===== config.mk =====
export PLATFORM = sky130hd
export DESIGN_NAME = adc_frame_tx
export DESIGN_NICKNAME = d
export VERILOG_FILES = /design/src/rtl/adc_frame_pkg.sv /design/src/rtl/frame_payload_sel.sv /design/src/rtl/frame_builder.sv /design/src/rtl/frame_shifter.sv /design/src/rtl/adc_frame_tx.sv
export SDC_FILE = /design/constraint.sdc
export NUM_CORES = 1
export LEC_CHECK = 0
export CORE_MARGIN = 3
export CORE_UTILIZATION = 45
export CTS_CLUSTER_DIAMETER = 120
export DETAILED_ROUTE_END_ITERATION = 8
export PLACE_DENSITY = 0.65
export SYNTH_ARGS = -nofsm -noshare
export SYNTH_HDL_FRONTEND = slang
export SYNTH_SLANG_ARGS = --single-unit

===== constraint.sdc =====
create_clock -name clk -period 1.8 [get_ports clk]
set_input_delay 0.36 -clock clk [delete_from_list [all_inputs] [get_ports clk]]
set_output_delay 0.36 -clock clk [all_outputs]
set_load 0.01 [all_outputs]

===== src/rtl/adc_frame_pkg.sv =====
package adc_frame_pkg;

   // control word field positions
   localparam int CTL_SEL_LSB  = 0;
   localparam int CTL_SEL_W    = 3;
   localparam int CTL_PAR_BIT  = 3;
   localparam int CTL_RNG_BIT  = 4;
   localparam int CTL_IN_LSB   = 5;
   localparam int CTL_SUP_LSB  = 7;
   localparam int CTL_ADDR_BIT = 9;
   localparam int CTL_USED_W   = 10;
   localparam int CTL_W        = 32;

   // fixed payload choices when the select MSB is set
   typedef enum logic [1:0] {
      PAT_ZEROS = 2'b00,
      PAT_ONES  = 2'b01,
      PAT_ALT1  = 2'b10,
      PAT_ALT2  = 2'b11
   } pat_e;

   // alarm flag pair and its 2-bit include mask
   typedef struct packed {
      logic hi;
      logic lo;
   } flag_pair_t;

   typedef struct packed {
      logic [1:0] sup_sel;
      logic [1:0] in_sel;
      logic       addr_en;
      logic       rng_en;
      logic       par_en;
   } frame_opts_t;

endpackage


===== src/rtl/frame_payload_sel.sv =====
module frame_payload_sel
   import adc_frame_pkg::*;
#(
   parameter int DATA_W = 16
) (
   input  logic [CTL_SEL_W-1:0] sel,
   input  logic [DATA_W-1:0]    conv_data,
   output logic [DATA_W-1:0]    payload
);

   logic [DATA_W-1:0] alt1_pat;
   logic [DATA_W-1:0] alt2_pat;

   // k counts from the MSB, so both patterns open with a 1
   for (genvar i = 0; i < DATA_W; i++) begin : g_pat
      localparam int K = DATA_W - 1 - i;
      assign alt1_pat[i] = ((K % 2) == 0);
      assign alt2_pat[i] = (((K / 2) % 2) == 0);
   end

   always_comb begin
      if (!sel[CTL_SEL_W-1]) begin
         payload = conv_data;
      end else begin
         unique case (pat_e'(sel[1:0]))
            PAT_ZEROS: payload = '0;
            PAT_ONES:  payload = '1;
            PAT_ALT1:  payload = alt1_pat;
            PAT_ALT2:  payload = alt2_pat;
            default:   payload = '0;
         endcase
      end
   end

endmodule


===== src/rtl/frame_builder.sv =====
module frame_builder
   import adc_frame_pkg::*;
#(
   parameter int DATA_W  = 16,
   parameter int ADDR_W  = 4,
   parameter int RANGE_W = 4,
   parameter int MAX_W   = DATA_W + ADDR_W + RANGE_W + 6,
   parameter int LEN_W   = $clog2(MAX_W + 1)
) (
   input  logic [DATA_W-1:0]  payload,
   input  logic [ADDR_W-1:0]  dev_addr,
   input  logic [RANGE_W-1:0] range_code,
   input  flag_pair_t         in_flags,
   input  flag_pair_t         sup_flags,
   input  frame_opts_t        opts,
   output logic [MAX_W-1:0]   frame_al,
   output logic [LEN_W-1:0]   frame_len
);

   logic [MAX_W-1:0] acc;
   logic [LEN_W-1:0] n;
   logic             data_par;
   logic             frame_par;

   assign data_par = ^payload;

   // fields are shifted in at the LSB end in send order,
   // then the whole frame is moved to the MSB end
   always_comb begin
      acc              = '0;
      acc[DATA_W-1:0]  = payload;
      n                = LEN_W'(DATA_W);
      frame_par        = 1'b0;
      if (opts.addr_en) begin
         acc = (acc << ADDR_W) | MAX_W'(dev_addr);
         n   = n + LEN_W'(ADDR_W);
      end
      if (opts.sup_sel[0]) begin
         acc = {acc[MAX_W-2:0], sup_flags.hi};
         n   = n + LEN_W'(1);
      end
      if (opts.sup_sel[1]) begin
         acc = {acc[MAX_W-2:0], sup_flags.lo};
         n   = n + LEN_W'(1);
      end
      if (opts.in_sel[0]) begin
         acc = {acc[MAX_W-2:0], in_flags.hi};
         n   = n + LEN_W'(1);
      end
      if (opts.in_sel[1]) begin
         acc = {acc[MAX_W-2:0], in_flags.lo};
         n   = n + LEN_W'(1);
      end
      if (opts.rng_en) begin
         acc = (acc << RANGE_W) | MAX_W'(range_code);
         n   = n + LEN_W'(RANGE_W);
      end
      if (opts.par_en) begin
         frame_par = ^acc;
         acc       = {acc[MAX_W-3:0], data_par, frame_par};
         n         = n + LEN_W'(2);
      end
      frame_al  = acc << (LEN_W'(MAX_W) - n);
      frame_len = n;
   end

endmodule


===== src/rtl/frame_shifter.sv =====
module frame_shifter #(
   parameter int MAX_W   = 30,
   parameter int LEN_W   = $clog2(MAX_W + 1),
   parameter int RST_LEN = 16
) (
   input  logic             clk,
   input  logic             rst_n,
   input  logic             load,
   input  logic [MAX_W-1:0] frame_al,
   input  logic [LEN_W-1:0] frame_len,
   output logic             sdo,
   output logic             busy,
   output logic [LEN_W-1:0] len_q
);

   logic [MAX_W-1:0] sr;
   logic [LEN_W-1:0] left;

   always_ff @(posedge clk or negedge rst_n) begin
      if (!rst_n) begin
         sr    <= '0;
         left  <= '0;
         busy  <= 1'b0;
         len_q <= LEN_W'(RST_LEN);
      end else if (load && !busy) begin
         sr    <= frame_al;
         left  <= frame_len;
         busy  <= 1'b1;
         len_q <= frame_len;
      end else if (busy) begin
         sr   <= sr << 1;
         left <= left - LEN_W'(1);
         if (left == LEN_W'(1)) begin
            busy <= 1'b0;
         end
      end
   end

   assign sdo = sr[MAX_W-1];

endmodule


===== src/rtl/adc_frame_tx.sv =====
module adc_frame_tx
   import adc_frame_pkg::*;
#(
   parameter int DATA_W  = 16,
   parameter int ADDR_W  = 4,
   parameter int RANGE_W = 4,
   localparam int MAX_W  = DATA_W + ADDR_W + RANGE_W + 6,
   localparam int LEN_W  = $clog2(MAX_W + 1)
) (
   input  logic               clk,
   input  logic               rst_n,
   input  logic               start,
   input  logic [DATA_W-1:0]  conv_data,
   input  logic [ADDR_W-1:0]  dev_addr,
   input  logic [RANGE_W-1:0] range_code,
   input  logic               in_alarm_hi,
   input  logic               in_alarm_lo,
   input  logic               sup_alarm_hi,
   input  logic               sup_alarm_lo,
   input  logic [CTL_W-1:0]   ctrl,
   output logic               sdo,
   output logic               frame_active,
   output logic [LEN_W-1:0]   frame_len
);

   if (DATA_W < 4) begin : g_bad_data_w
      $error("adc_frame_tx: DATA_W must be at least 4");
   end
   if (ADDR_W < 1 || RANGE_W < 1) begin : g_bad_field_w
      $error("adc_frame_tx: address and range fields need at least one bit");
   end

   frame_opts_t       opts;
   flag_pair_t        in_flags;
   flag_pair_t        sup_flags;
   logic [DATA_W-1:0] payload;
   logic [MAX_W-1:0]  frame_al;
   logic [LEN_W-1:0]  next_len;
   logic              unused_rsvd;

   assign unused_rsvd = ^ctrl[CTL_W-1:CTL_USED_W];

   assign opts.sup_sel = ctrl[CTL_SUP_LSB +: 2];
   assign opts.in_sel  = ctrl[CTL_IN_LSB +: 2];
   assign opts.addr_en = ctrl[CTL_ADDR_BIT];
   assign opts.rng_en  = ctrl[CTL_RNG_BIT];
   assign opts.par_en  = ctrl[CTL_PAR_BIT];

   assign in_flags.hi  = in_alarm_hi;
   assign in_flags.lo  = in_alarm_lo;
   assign sup_flags.hi = sup_alarm_hi;
   assign sup_flags.lo = sup_alarm_lo;

   frame_payload_sel #(.DATA_W(DATA_W)) u_pay (
      .sel       (ctrl[CTL_SEL_LSB +: CTL_SEL_W]),
      .conv_data (conv_data),
      .payload   (payload)
   );

   frame_builder #(
      .DATA_W  (DATA_W),
      .ADDR_W  (ADDR_W),
      .RANGE_W (RANGE_W),
      .MAX_W   (MAX_W),
      .LEN_W   (LEN_W)
   ) u_build (
      .payload    (payload),
      .dev_addr   (dev_addr),
      .range_code (range_code),
      .in_flags   (in_flags),
      .sup_flags  (sup_flags),
      .opts       (opts),
      .frame_al   (frame_al),
      .frame_len  (next_len)
   );

   frame_shifter #(
      .MAX_W   (MAX_W),
      .LEN_W   (LEN_W),
      .RST_LEN (DATA_W)
   ) u_shift (
      .clk       (clk),
      .rst_n     (rst_n),
      .load      (start),
      .frame_al  (frame_al),
      .frame_len (next_len),
      .sdo       (sdo),
      .busy      (frame_active),
      .len_q     (frame_len)
   );

endmodule


==> metrics.csv, run 1 <==
metric,value,unit
ys_ff_latch,41,
grt.met1_usage,37.30,%
final_cell_area,11910,um^2
clk_pin_slew,0.06,ns
synth_enable_flop_cells,0,
die-area,17860,um^2
antenna_found_initial,0,
layout.nets,1404,
initial_core_util,46.00,%
r2r_start,u_shift.busy$_DFF_PN0_,
dieHeight,133.7,um
grt_overflow,0,
fin_crit_sh,243.4,%
cts_buffers,5,
met3_usage,2.153,%
ys_types,82,
die_w,133.7,um
areaGrowthSynthToFinish,62.40,%
synth_warnings,0,
synth_cells,975,
synth.cell_area,7333,um^2
period_minus_slack,4.382,ns
antenna_left,0,
reg2reg_to,u_shift.sr[21]$_DFFE_PN0P_,
final_common_cell,buf_4,
core-area,15940,um^2
fin_worst_skew,0.006505,ns
finalWirelength,30.58,mm
rrSetupSlack,0.24,ns
layout_common_cells,"buf_4 (333), nand2_1 (104), nor2_1 (101)",
fp-row-count,46,
clkSinkCount,41,
grt_util_all_layers,32.44,%
status,"finished, violations left",
drive_gt1_share,44.89,%
placedCellCount,1481,
drc_errors,0,
violations,negative setup slack,
synth_seq_area_share,14.01,%
synthFlopType,dfrtp_1,
grt_pass1_vias,9166,
slew_headroom,56.72,%
cp.required,1.96,ns
syn_avg_cell_area,7.521,um^2
grt_max_degree,42,
ir_drop,0.0008576,V
end_kind,register,
cts_tree,yes,
hold_path_class,input port to asynchronous set/reset pin,
powerDensity,1052,nW/um^2
via_per_inst,6.025,
crit_path_max_fanout,8,
h-tree-depth,2,
insertion_delay,0.29,ns
reg2reg_depth,6,
timing.fmax,0.2282,GHz
grt_pass1_wl,46.95,mm
finalHoldViolations,0,
slew_violations,0,
fin_ws,-2.582,ns
routedWlPerCell,19.78,um
path_class,input port to register,
io-pin-count,70,
use_met2,59.82,%
async_reset_ff_share,100.0,%
finalNonFillerCells,1546,
setup_viol,39,
dr_total_vias,9314,
rsz0062_at_grt,yes,
place.gp.congestion,1.004,
fillerInstances,1214,
grt.busiest_layer,met2,
syn_nets,1050,
hold_buffers,0,
tightest_slew,0.6475,ns
leakage,5.277,nW
max-cap-violations,0,
dp_hpwl,23.26,mm
setup_tns,-80.94,ns
cts_buffer_depth,2,
startpoint_type,input port,
antennaDiodeCount,0,
cts_root_buf,clkbuf_16,
drt_iter0_markers,672,
placed_cell_area,10480,um^2
io_buffers,47,
first_pass_iters,5,
arrival,4.54,ns
## layer usage
layer / share of wire [%] / up-vias
met5: 0 / -
met4: 6.1 / 0
met3: 4.4 / 131
met2: 51 / 371
met1: 38 / 4450
li1: - / 4362
## power breakdown
group          internal, mW  switching (mW)  leakage [nW]
clock network         0.656           0.376        0.0800
registers              1.27           0.244         0.530
logic                  5.05            4.92          4.67
## cell type report
cell class	count	area [um^2]	share of cell area [%]
clock buffers	5	125.1	1.051
well taps	216	270.3	2.269
multi-input cells	830	6709	56.34
inverters	25	125.1	1.051
flip-flops and latches	41	1027	8.626
clock inverters	3	46.29	0.3887
repair buffers	425	3597	30.21
repair inverters	1	8.758	0.07354
## worst max-delay path, cell delays in order
cell and delay [ns]:
buf_8 0.08, clkinvlp_4 0.10, buf_4 0.15, ha_2 0.23, and2_0 0.19, buf_4 0.15
nor2_1 0.14, buf_4 0.14, nand2_1 0.07, nor4_1 0.38, a31oi_1 0.16, xnor3_1 0.40
mux2i_2 0.20, xnor2_1 0.17, xnor3_1 0.35, xnor3_2 0.30, buf_6 0.12, o31ai_4 0.07
mux2_4 0.34, a222oi_1 0.33, nand2_1 0.10
## how the worst max path moves through the flow
stage,start,to,cells after the start
2_1_floorplan,ctrl[0],u_shift.sr[10]$_DFFE_PN0P_,16
6_report,ctrl[0],u_shift.sr[19]$_DFFE_PN0P_,21
5_1_grt,ctrl[0],u_shift.sr[19]$_DFFE_PN0P_,21
3_5_place_dp,ctrl[0],u_shift.sr[22]$_DFFE_PN0P_,21
4_1_cts,ctrl[0],u_shift.sr[22]$_DFFE_PN0P_,18
3_3_place_gp,ctrl[0],u_shift.sr[22]$_DFFE_PN0P_,21
## sequential cells by signal, indices dropped and copies added, names as in the netlist
register and count:
u_shift.sr 30, u_shift.left 5, u_shift.len_q 5, u_shift.busy 1
## kinds of logic (layout without fill, tap and decap cells)
| group | count (synthesis) | after routing | synth area share (%) |
|---|---|---|---|
| and+or+nand+nor | 329 | 329 | 19.86 |
| adders and majority gates | 12 | 12 | 2.047 |
| DFF | 41 | 41 | 14.01 |
| buffers and inverters | 104 | 459 | 6.228 |
| AOI/OAI and AO/OA | 312 | 312 | 29.11 |
| xor gates and xnor gates | 59 | 59 | 7.985 |
| muxes | 118 | 118 | 20.76 |
## metrics by stage
| stage | utilization [%] | setup WS [ns] | total power [mW] | hold slack [ns] |
|---|---|---|---|---|
| after floorplan | - | -2.320 | 6.540 | 0.06441 |
| after global placement | 65.73 | -3.253 | 9.655 | 0.4458 |
| after detailed placement | 65.73 | -3.361 | 9.775 | 0.4483 |
| after CTS | 71.65 | -2.499 | 11.41 | 0.1452 |
| after global routing | 74.70 | -2.756 | 13.28 | 0.1811 |
| final | 74.70 | -2.582 | 12.52 | 0.1336 |
## synthesized netlist by cell type (all sizes together), types with 21 or more instances
library cell	count	area (um^2)
nand3	29	145.1
nor2	113	424.2
a21oi	76	380.4
buf	33	190.2
dfrtp	40	1001
o21ai	70	354.1
inv	21	78.82
mux2	37	424.2
a211oi	22	182.7
mux2i	58	580.6
mux4	23	518.0
nand2	113	424.2
clkbuf	46	172.7
xnor2	38	332.8
a22oi	24	180.2
## what timing repair did
action                     4_1_cts  5_1_grt
setup buffers                   40       20
resized for setup              145       74
pin swaps                       33       31
cloned                           3        0
setup endpoints to repair       40       40
Power figures use the tool's default switching activity.
==> run 2: changes to the inputs <==
- CTS_BUF_LIST: unset -> sky130_fd_sc_hd__clkbuf_16
- RECOVER_POWER: unset -> 100
==> metrics.csv, run 2 (same netlist as run 1, synthesis figures left out) <==
metric,value,unit
status,"finished, violations left",
violations,negative setup slack,
areaGrowthSynthToFinish,62.16,%
fin_worst_skew,0.006557,ns
clkSinkCount,41,
reg2reg_depth,6,
place.gp.congestion,1.004,
antennaDiodeCount,0,
clk_pin_slew,0.06,ns
p_int,6.946,mW
layout_common_cells,"buf_4 (331), nand2_1 (104), nor2_1 (101)",
switching_share,44.37,%
arrival,4.56,ns
end_kind,register,
first_pass_iters,6,
slew_headroom,31.62,%
io-pin-count,70,
ir_drop,0.0008558,V
hold_buffers,0,
finalNonFillerCells,1546,
p_switching,5.540,mW
cts_buffer_depth,2,
path_class,input port to register,
fin_ws,-2.599,ns
powerDensity,1050,nW/um^2
power_frac_clock,8.3,%
top_regs,"u_shift.sr x30, u_shift.left x5, u_shift.len_q x5",
insertion_delay,0.29,ns
rsz0062_at_grt,yes,
setup_viol,39,
slew_violations,0,
tightest_slew,1.026,ns
p_seq_share,12.1,%
max-cap-violations,0,
drt_iter0_markers,757,
highest_layer,met4,
core-area,15940,um^2
p_comb_share,79.6,%
largest_register_ffs,30,
cp.required,1.96,ns
placedCellCount,1481,
dr_total_vias,9313,
startpoint,ctrl[0],
io_buffers,47,
initial_core_util,46.00,%
leakage,5.278,nW
final_common_cell,buf_4,
fp-row-count,46,
h-tree-depth,2,
timing.fmax,0.2273,GHz
hold_path_class,input port to asynchronous set/reset pin,
rrSetupSlack,0.09,ns
drive_gt1_share,44.81,%
startpoint_type,input port,
layout.nets,1404,
via_per_inst,6.024,
fin_crit_sh,244.4,%
wl_met1,11.54,mm
finalWirelength,30.53,mm
reg2reg_to,u_shift.sr[21]$_DFFE_PN0P_,
finalHoldViolations,0,
power,12.49,mW
antenna_left,0,
r2r_start,u_shift.busy$_DFF_PN0_,
grt_overflow,0,
regMostFlops,u_shift.sr,
cts_tree,yes,
dp_hpwl,23.26,mm
cts_buffers,5,
grt_pass1_wl,46.95,mm
grt_util_all_layers,32.44,%
routedWlPerCell,19.75,um
crit_path_max_fanout,8,
antenna_found_initial,0,
dieHeight,133.7,um
cts_root_buf,clkbuf_16,
fillerInstances,1218,
period_minus_slack,4.399,ns
dr_wl_met2,15.57,mm
die_w,133.7,um
drc_errors,0,
grt_max_degree,42,
die-area,17860,um^2
grt_pass1_vias,9166,
dr_wl_met3,1.469,mm
run 2: area by class of cell:
cell class / count / area (um^2) / share of cell area [%]
Clock buffer: 5 / 125.1 / 1.052
Clock inverter: 3 / 46.29 / 0.3893
Inverter: 25 / 125.1 / 1.052
Multi-Input combinational cell: 830 / 6698 / 56.32
Sequential cell: 41 / 1027 / 8.639
Tap cell: 216 / 270.3 / 2.273
Timing Repair Buffer: 425 / 3591 / 30.20
Timing Repair inverter: 1 / 8.758 / 0.07365
run 2: metrics by stage:
stage / setup TNS [ns] / setup slack [ns] / cell area [um^2] / utilization, % / hold WS [ns]
finish: -81.72 / -2.599 / 11890 / 74.59 / 0.3235
global route: -87.70 / -2.756 / 11890 / 74.59 / 0.4154
floorplan: -74.44 / -2.320 / 7744 / - / 0.06441
CTS: -78.23 / -2.499 / 11420 / 71.65 / 0.1452
global placement: -107.97 / -3.253 / 10480 / 65.73 / 0.4458
detailed placement: -110.73 / -3.361 / 10480 / 65.73 / 0.4483
run 2: worst max-delay path, stage by stage:
cell	delay [ns]
buf_8	0.08
clkinvlp_4	0.10
buf_4	0.15
ha_2	0.23
and2_0	0.19
buf_4	0.15
nor2_1	0.14
buf_4	0.14
nand2_1	0.07
nor4_1	0.38
a31oi_1	0.16
xnor3_1	0.41
mux2i_2	0.20
xnor2_1	0.17
xnor3_1	0.35
xnor3_2	0.30
buf_6	0.12
o31ai_4	0.07
mux2_4	0.34
a222oi_1	0.33
nand2_1	0.10
run 2: power by group through the flow:
| stage | Sequential [mW] | Combinational, mW | Clock [mW] |
|---|---|---|---|
| 2_1_floorplan | 1.48 | 5.06 | 0 |
| 3_3_place_gp | 1.51 | 8.15 | 0 |
| 3_5_place_dp | 1.51 | 8.26 | 0 |
| 4_1_cts | 1.50 | 8.87 | 1.04 |
| 5_1_grt | 1.54 | 10.6 | 1.07 |
| 6_report | 1.51 | 9.94 | 1.03 |
run 2: repair_timing:
| item | CTS | global route |
|---|---|---|
| endpoints found under the setup margin | 40 | 40 |
| buffers inserted | 40 | 20 |
| pin swaps | 33 | 31 |
| gates resized for setup | 145 | 74 |
| cloned | 3 | 0 |
run 2: metal layers:
metal / up-vias / track usage (%)
li1: 4357 / -
met1: 4428 / 37.30
met2: 382 / 59.82
met3: 146 / 2.153
met4: 0 / 17.71
met5: - / 0
run 2: worst max-delay path by stage:
stage	slack (ns)	endpoint	cells past startpoint
after global placement	-3.25	u_shift.sr[22]$_DFFE_PN0P_	21
final	-2.60	u_shift.sr[19]$_DFFE_PN0P_	21
after global routing	-2.76	u_shift.sr[19]$_DFFE_PN0P_	21
after detailed placement	-3.36	u_shift.sr[22]$_DFFE_PN0P_	21
after CTS	-2.50	u_shift.sr[22]$_DFFE_PN0P_	18
after floorplan	-2.32	u_shift.sr[10]$_DFFE_PN0P_	16
